--- src/rtl/mpg_pkg.sv ---
package mpg_pkg;
  typedef struct packed {
    logic ie;
    logic test;
    logic chk;
  } mpg_ctrl_t;
endpackage

--- src/rtl/mpg_par_gen.sv ---
module mpg_par_gen #(
  parameter int LANES  = 4,
  parameter int LANE_W = 8
) (
  input  logic [LANES*LANE_W-1:0] data_i,
  input  logic                    invert_i,
  output logic [LANES-1:0]        par_o
);
  for (genvar g = 0; g < LANES; g++) begin : g_lane
    assign par_o[g] = (^data_i[g*LANE_W +: LANE_W]) ^ invert_i;
  end
endmodule

--- src/rtl/mpg_par_chk.sv ---
module mpg_par_chk #(
  parameter int LANES  = 4,
  parameter int LANE_W = 8
) (
  input  logic [LANES*LANE_W-1:0] data_i,
  input  logic [LANES-1:0]        par_i,
  input  logic [LANES-1:0]        lane_en_i,
  input  logic                    valid_i,
  input  logic                    chk_en_i,
  output logic [LANES-1:0]        lane_err_o
);
  logic [LANES-1:0] calc;

  mpg_par_gen #(.LANES(LANES), .LANE_W(LANE_W)) i_calc (
    .data_i  (data_i),
    .invert_i(1'b0),
    .par_o   (calc)
  );

  for (genvar g = 0; g < LANES; g++) begin : g_lane
    assign lane_err_o[g] = valid_i & chk_en_i & lane_en_i[g] & (calc[g] ^ par_i[g]);
  end
endmodule

--- src/rtl/mpg_rd_track.sv ---
module mpg_rd_track #(
  parameter int LANES  = 4,
  parameter int ADDR_W = 16
) (
  input  logic              clk_i,
  input  logic              rst_ni,
  input  logic              issue_i,
  input  logic [ADDR_W-1:0] addr_i,
  input  logic [LANES-1:0]  be_i,
  output logic [ADDR_W-1:0] addr_o,
  output logic [LANES-1:0]  be_o
);
  // the array answers one cycle after the request
  always_ff @(posedge clk_i or negedge rst_ni) begin
    if (!rst_ni) begin
      addr_o <= '0;
      be_o   <= '0;
    end else if (issue_i) begin
      addr_o <= addr_i;
      be_o   <= be_i;
    end
  end
endmodule

--- src/rtl/mpg_err_capture.sv ---
module mpg_err_capture
  import mpg_pkg::*;
#(
  parameter int LANES  = 4,
  parameter int ADDR_W = 16
) (
  input  logic              clk_i,
  input  logic              rst_ni,
  input  logic              clr_i,
  input  mpg_ctrl_t         ctrl_d_i,
  input  logic [LANES-1:0]  lane_err_i,
  input  logic [ADDR_W-1:0] err_addr_i,
  output mpg_ctrl_t         ctrl_o,
  output logic              pend_o,
  output logic [LANES-1:0]  flags_o,
  output logic [ADDR_W-1:0] addr_o
);
  logic new_err, take;

  assign new_err = |lane_err_i;
  // a clear frees the slot in the same cycle
  assign take    = new_err & (clr_i | ~pend_o);

  always_ff @(posedge clk_i or negedge rst_ni) begin
    if (!rst_ni) begin
      ctrl_o  <= '0;
      pend_o  <= 1'b0;
      flags_o <= '0;
      addr_o  <= '0;
    end else begin
      if (clr_i) begin
        ctrl_o  <= ctrl_d_i;
        pend_o  <= 1'b0;
        flags_o <= '0;
      end
      if (take) begin
        pend_o  <= 1'b1;
        flags_o <= lane_err_i;
        addr_o  <= err_addr_i;
      end
    end
  end
endmodule

--- src/rtl/mem_parity_guard.sv ---
module mem_parity_guard
  import mpg_pkg::*;
#(
  parameter int LANES  = 4,
  parameter int LANE_W = 8,
  parameter int ADDR_W = 16
) (
  input  logic                    clk_i,
  input  logic                    rst_ni,
  input  logic                    mem_wr_i,
  input  logic                    mem_rd_i,
  input  logic [ADDR_W-1:0]       mem_addr_i,
  input  logic [LANES-1:0]        mem_be_i,
  input  logic [LANES*LANE_W-1:0] mem_wdata_i,
  output logic [LANES*LANE_W-1:0] mem_rdata_o,
  output logic                    mem_rvalid_o,
  output logic                    arr_we_o,
  output logic                    arr_re_o,
  output logic [ADDR_W-1:0]       arr_addr_o,
  output logic [LANES-1:0]        arr_be_o,
  output logic [LANES*LANE_W-1:0] arr_wdata_o,
  output logic [LANES-1:0]        arr_wpar_o,
  input  logic [LANES*LANE_W-1:0] arr_rdata_i,
  input  logic [LANES-1:0]        arr_rpar_i,
  input  logic                    arr_rvalid_i,
  input  logic                    reg_wr_i,
  input  logic [7:0]              reg_wdata_i,
  output logic [LANES+3:0]        csr_o,
  output logic [ADDR_W-1:0]       err_addr_o,
  output logic                    irq_o
);
  localparam int DATA_W = LANES * LANE_W;

  mpg_ctrl_t         ctrl, ctrl_d;
  logic              pend;
  logic [LANES-1:0]  flags;
  logic [LANES-1:0]  lane_err;
  logic [ADDR_W-1:0] rd_addr_q;
  logic [LANES-1:0]  rd_be_q;
  logic              rd_issue;

  assign rd_issue    = mem_rd_i & ~mem_wr_i;
  assign arr_we_o    = mem_wr_i;
  assign arr_re_o    = rd_issue;
  assign arr_addr_o  = mem_addr_i;
  assign arr_be_o    = mem_be_i;
  assign arr_wdata_o = mem_wdata_i;
  assign mem_rdata_o = arr_rdata_i;
  assign mem_rvalid_o = arr_rvalid_i;

  mpg_par_gen #(.LANES(LANES), .LANE_W(LANE_W)) i_gen (
    .data_i  (mem_wdata_i),
    .invert_i(ctrl.test),
    .par_o   (arr_wpar_o)
  );

  mpg_rd_track #(.LANES(LANES), .ADDR_W(ADDR_W)) i_track (
    .clk_i  (clk_i),
    .rst_ni (rst_ni),
    .issue_i(rd_issue),
    .addr_i (mem_addr_i),
    .be_i   (mem_be_i),
    .addr_o (rd_addr_q),
    .be_o   (rd_be_q)
  );

  mpg_par_chk #(.LANES(LANES), .LANE_W(LANE_W)) i_chk (
    .data_i    (arr_rdata_i),
    .par_i     (arr_rpar_i),
    .lane_en_i (rd_be_q),
    .valid_i   (arr_rvalid_i),
    .chk_en_i  (ctrl.chk),
    .lane_err_o(lane_err)
  );

  assign ctrl_d.ie   = reg_wdata_i[6];
  assign ctrl_d.test = reg_wdata_i[5];
  assign ctrl_d.chk  = reg_wdata_i[4];

  mpg_err_capture #(.LANES(LANES), .ADDR_W(ADDR_W)) i_cap (
    .clk_i     (clk_i),
    .rst_ni    (rst_ni),
    .clr_i     (reg_wr_i),
    .ctrl_d_i  (ctrl_d),
    .lane_err_i(lane_err),
    .err_addr_i(rd_addr_q),
    .ctrl_o    (ctrl),
    .pend_o    (pend),
    .flags_o   (flags),
    .addr_o    (err_addr_o)
  );

  assign csr_o = {pend, ctrl.ie, ctrl.test, ctrl.chk, flags};
  assign irq_o = pend & ctrl.ie;

  logic unused_ok;
  assign unused_ok = ^{reg_wdata_i[7], reg_wdata_i[3:0], DATA_W[0]};
endmodule

--- config.mk ---
export PLATFORM = sky130hd
export DESIGN_NAME = mem_parity_guard
export DESIGN_NICKNAME = d
export VERILOG_FILES = /design/src/rtl/mpg_pkg.sv /design/src/rtl/mpg_par_gen.sv /design/src/rtl/mpg_par_chk.sv /design/src/rtl/mpg_rd_track.sv /design/src/rtl/mpg_err_capture.sv /design/src/rtl/mem_parity_guard.sv
export SDC_FILE = /design/constraint.sdc
export NUM_CORES = 1
export LEC_CHECK = 0
export ABC_AREA = 0
export BUFFER_PORTS_ARGS = -buffer_cell sky130_fd_sc_hd__clkbuf_2
export CAP_MARGIN = 5
export CORE_MARGIN = 1.5
export CORE_UTILIZATION = 41
export DETAILED_ROUTE_END_ITERATION = 6
export GPL_ROUTABILITY_DRIVEN = 0
export HOLD_SLACK_MARGIN = 0.02
export PLACE_DENSITY_LB_ADDON = 0.05
export REMOVE_ABC_BUFFERS = 1
export SLEW_MARGIN = 20
export SYNTH_ARGS = -nofsm -noshare
export SYNTH_HDL_FRONTEND = slang
export SYNTH_SLANG_ARGS = --single-unit
--- constraint.sdc ---
create_clock -name clk_i -period 2 [get_ports clk_i]
set_input_delay 0.1 -clock clk_i [delete_from_list [all_inputs] [get_ports clk_i]]
set_output_delay 0.1 -clock clk_i [all_outputs]
set_load 0.03 [all_outputs]
==> results by group <==
Setup path
  – Worst Path Arrival: 1920 ps
  – Worst path required time: roughly 2200 ps
  – Critical path buffers and inverters: 1
  – Worst setup SP type: flip-flop
  – Delay-heaviest family, CP: multiplexers
  – Slowest cell on crit path: dfrtp_1
  – Crit Path Class: reg2reg
  – Cell Chain, Critical Path: nand3_1, nor2b_1, mux2i_2, a41oi_4, buf_12, mux2_2
  – Critical Path End Type: flip-flop
  – Slowest cell delay on critical path: 430 ps
  – Max Fanout on Critical Path: 16

Clock tree
  – Maximum buffer depth of the clock tree: 2
  – Cts bufs inserted: 5
  – Post-CTS setup buffers: 0
  – Worst skew pair latency: slightly below 300 ps
  – Clock Tree Root: clkbuf_8
  – CTS tree: yes
  – Max H-tree Level: 2
  – Worst-path clk slew: 80 ps
  – Clk sinks: 44

Yosys
  – Register area share after synthesis: between 30 and 40%
  – Synth Register Bits: 44
  – Synthesized area per cell: around 12 um2
  – Mapped Cells: 265
  – Cell Area, Synth: 0.00311 mm2
  – Synth warnings: 0
  – Synth cell types: 25

Finish
  – Share of layout cells above drive strength 1: 68.2%
  – Area grow syn2layout: 22.7%
  – Cell Count, Final, Fillers Out: 498
  – Layout fillers: 720
  – NumNets Final: 501
  – Finished Core Util: 52.2%
  – Ant. Diodes: 0

Power
  – Cell Pwr Density: 1060 mW/mm2
  – Power Total: 4050 uW
  – Leakage: 0.00201 uW
  – Maximum VDD drop: 0.000588 V

Routing
  – Drc violations: 0
  – First-pass DRT Iterations: 4
  – DRT Wirelength: 6500 um
  – Routed vias/inst: 4.36
  – Final ANT Viol Nets: 0
  – Iteration-0 DRC Markers: 37
  – Via count: 2172
  – Avg WL per Cell: 13.1 um

STA
  – RSZ-0062 raised after global routing: no
  – FMAX: approximately 570 MHz
  – Final hold violations: 0
  – Count of final setup violators: 0
  – Worst Tran Pin Value: 342 ps
  – Final WS setup: 256 ps
  – Tmin final: 1740 ps
  – Clock Skew: 3.86 ps
  – Slew Limit Headroom: 77.2%
  – Slew Limit Fails: 0
  – Fin crit share: just under 90%
  – Min Hold Slack: between 40 and 50 ps

Hold path
  – Worst hold path class: in2reg

GRT
  – Met1 layer usage reported by global route: 21.1%
  – Largest net degree at the start of global routing: 22
  – First-pass GRT wire length: 10400 um
  – Initial antenna violation count: 0
  – Overall Global Routing Usage: approximately 16%
  – M2 GR Usage: 26.2%
  – Grt ovf: 0
  – Vias in the first global route: 2121
  – GR peak layer: met2
  – GR Layer Usage met3: under 10%

Placement
  – Port buffer count: 212
  – DP Cell Count: slightly below 500
  – Pre-CTS WS: 77.4 ps
  – DP Wirelength: 5430 um

Floorplanning
  – Core footprint: between 0.007 and 0.008 mm2
  – Initial Util: 42.6%
  – Die span in y: about 90 um
  – Top-level I/O count: 218
  – Die Width: 90.0 um
  – Die area: 0.00811 mm2
  – Row count: 31

Status
  – Status: finished, final reports clean

Run
  – Maxcap violations: 0
[power by group]
group	total, uW	switching (uW)	internal, uW
logic	1960	1140	814
registers	1300	160	1140
clock network	790	298	492
[cell usage in the layout (no fill, tap or decap), types with 5 or more instances in the layout]
master / netlist / routed
xor2_1: 12 / 12
nor2b_1: 6 / 5
mux2_4: 10 / 10
clkbuf_2: 0 / 212
nand3_1: 5 / 5
mux2_2: 29 / 29
xnor2_1: 32 / 32
buf_4: 89 / 7
clkbuf_8: 0 / 5
dfrtp_1: 44 / 44
[flip-flops by register name, indices dropped and copies added, names as in the netlist]
register        flops
i_track.be_o        4
i_cap.addr_o       16
i_track.addr_o     16
i_cap.ctrl_o        3
i_cap.pend_o        1
i_cap.flags_o       4
[through the flow]
step	cell area, um2	setup TNS, ps
2_1_floorplan	2410	-305
3_3_place_gp	3670	0
3_5_place_dp	3670	0
4_1_cts	3810	0
5_1_grt	3810	0
6_report	3810	0
[what timing repair did]
| action | CTS | global route |
|---|---|---|
| gates resized for setup | 0 | 0 |
| endpoints found under the hold margin | 11 | 0 |
| hold buffers | 1 | 0 |
[worst paths after layout]
path                                          from                end  slack (ps)  depth (start not counted)
worst max register to register     i_cap.ctrl_o[0]    i_cap.addr_o[5]         260                          6
max in group asynchronous                   rst_ni  i_track.addr_o[3]        1220                          3
worst min-delay path                reg_wdata_i[4]    i_cap.ctrl_o[0]          40                          2
min in group asynchronous                   rst_ni  i_track.addr_o[5]         220                          2
worst max-delay path               i_cap.ctrl_o[0]    i_cap.addr_o[5]         260                          6
worst min register to register  i_track.addr_o[11]   i_cap.addr_o[11]         500                          1
[worst reg2reg max path, stage by stage, from the launching register on]
cell and delay, ps:
dfrtp_1 430, nand3_1 140, nor2b_1 160, mux2i_2 110, a41oi_4 250, buf_12 200
mux2_2 350
[area by class of cell]
cell class	instances	area [um2]	share of cell area [%]
clock buffers	5	68.8	1.81
inverters	2	7.51	0.197
repair buffers	221	1140	30.0
multi-input cells	125	1310	34.3
flip-flops and latches	44	1100	28.9
clock inverters	2	60.1	1.58
well taps	99	124	3.25
[layer usage]
| layer | up-vias | share of wire, % |
|---|---|---|
| met4 | 0 | 0.29 |
| met3 | 2 | 6.6 |
| met1 | 1005 | 44 |
| li1 | 1064 | - |
| met2 | 101 | 49 |
| met5 | - | 0 |
[cell usage after synthesis, drive strengths merged]
| library cell | number | share of area (%) |
|---|---|---|
| clkbuf | 3 | 0.36 |
| nand3 | 5 | 0.81 |
| mux2 | 39 | 15 |
| nor2b | 6 | 1.2 |
| a31oi | 2 | 0.40 |
| nor2 | 4 | 0.48 |
| and2 | 1 | 0.20 |
| mux2i | 4 | 1.8 |
| o32ai | 2 | 0.56 |
| o21bai | 2 | 0.48 |
| dfrtp | 44 | 35 |
| o21ai | 2 | 0.32 |
| xor2 | 12 | 3.4 |
| inv | 2 | 0.24 |
| buf | 91 | 22 |
| xor3 | 4 | 3.1 |
| xnor3 | 4 | 2.9 |
| nand2b | 3 | 0.60 |
| xnor2 | 32 | 9.0 |
| and3 | 1 | 0.20 |
| a41oi | 2 | 1.2 |
[logic make-up after synthesis]
kind of cell	Yosys count	synth area share, %
and+or+nand+nor	20	3.51
DFF	44	35.5
AOI/OAI and AO/OA	10	2.94
muxes	43	17.1
xor gates and xnor gates	52	18.4
buffers and inverters	96	22.6
Note: power is estimated with default switching activity, not from simulation.
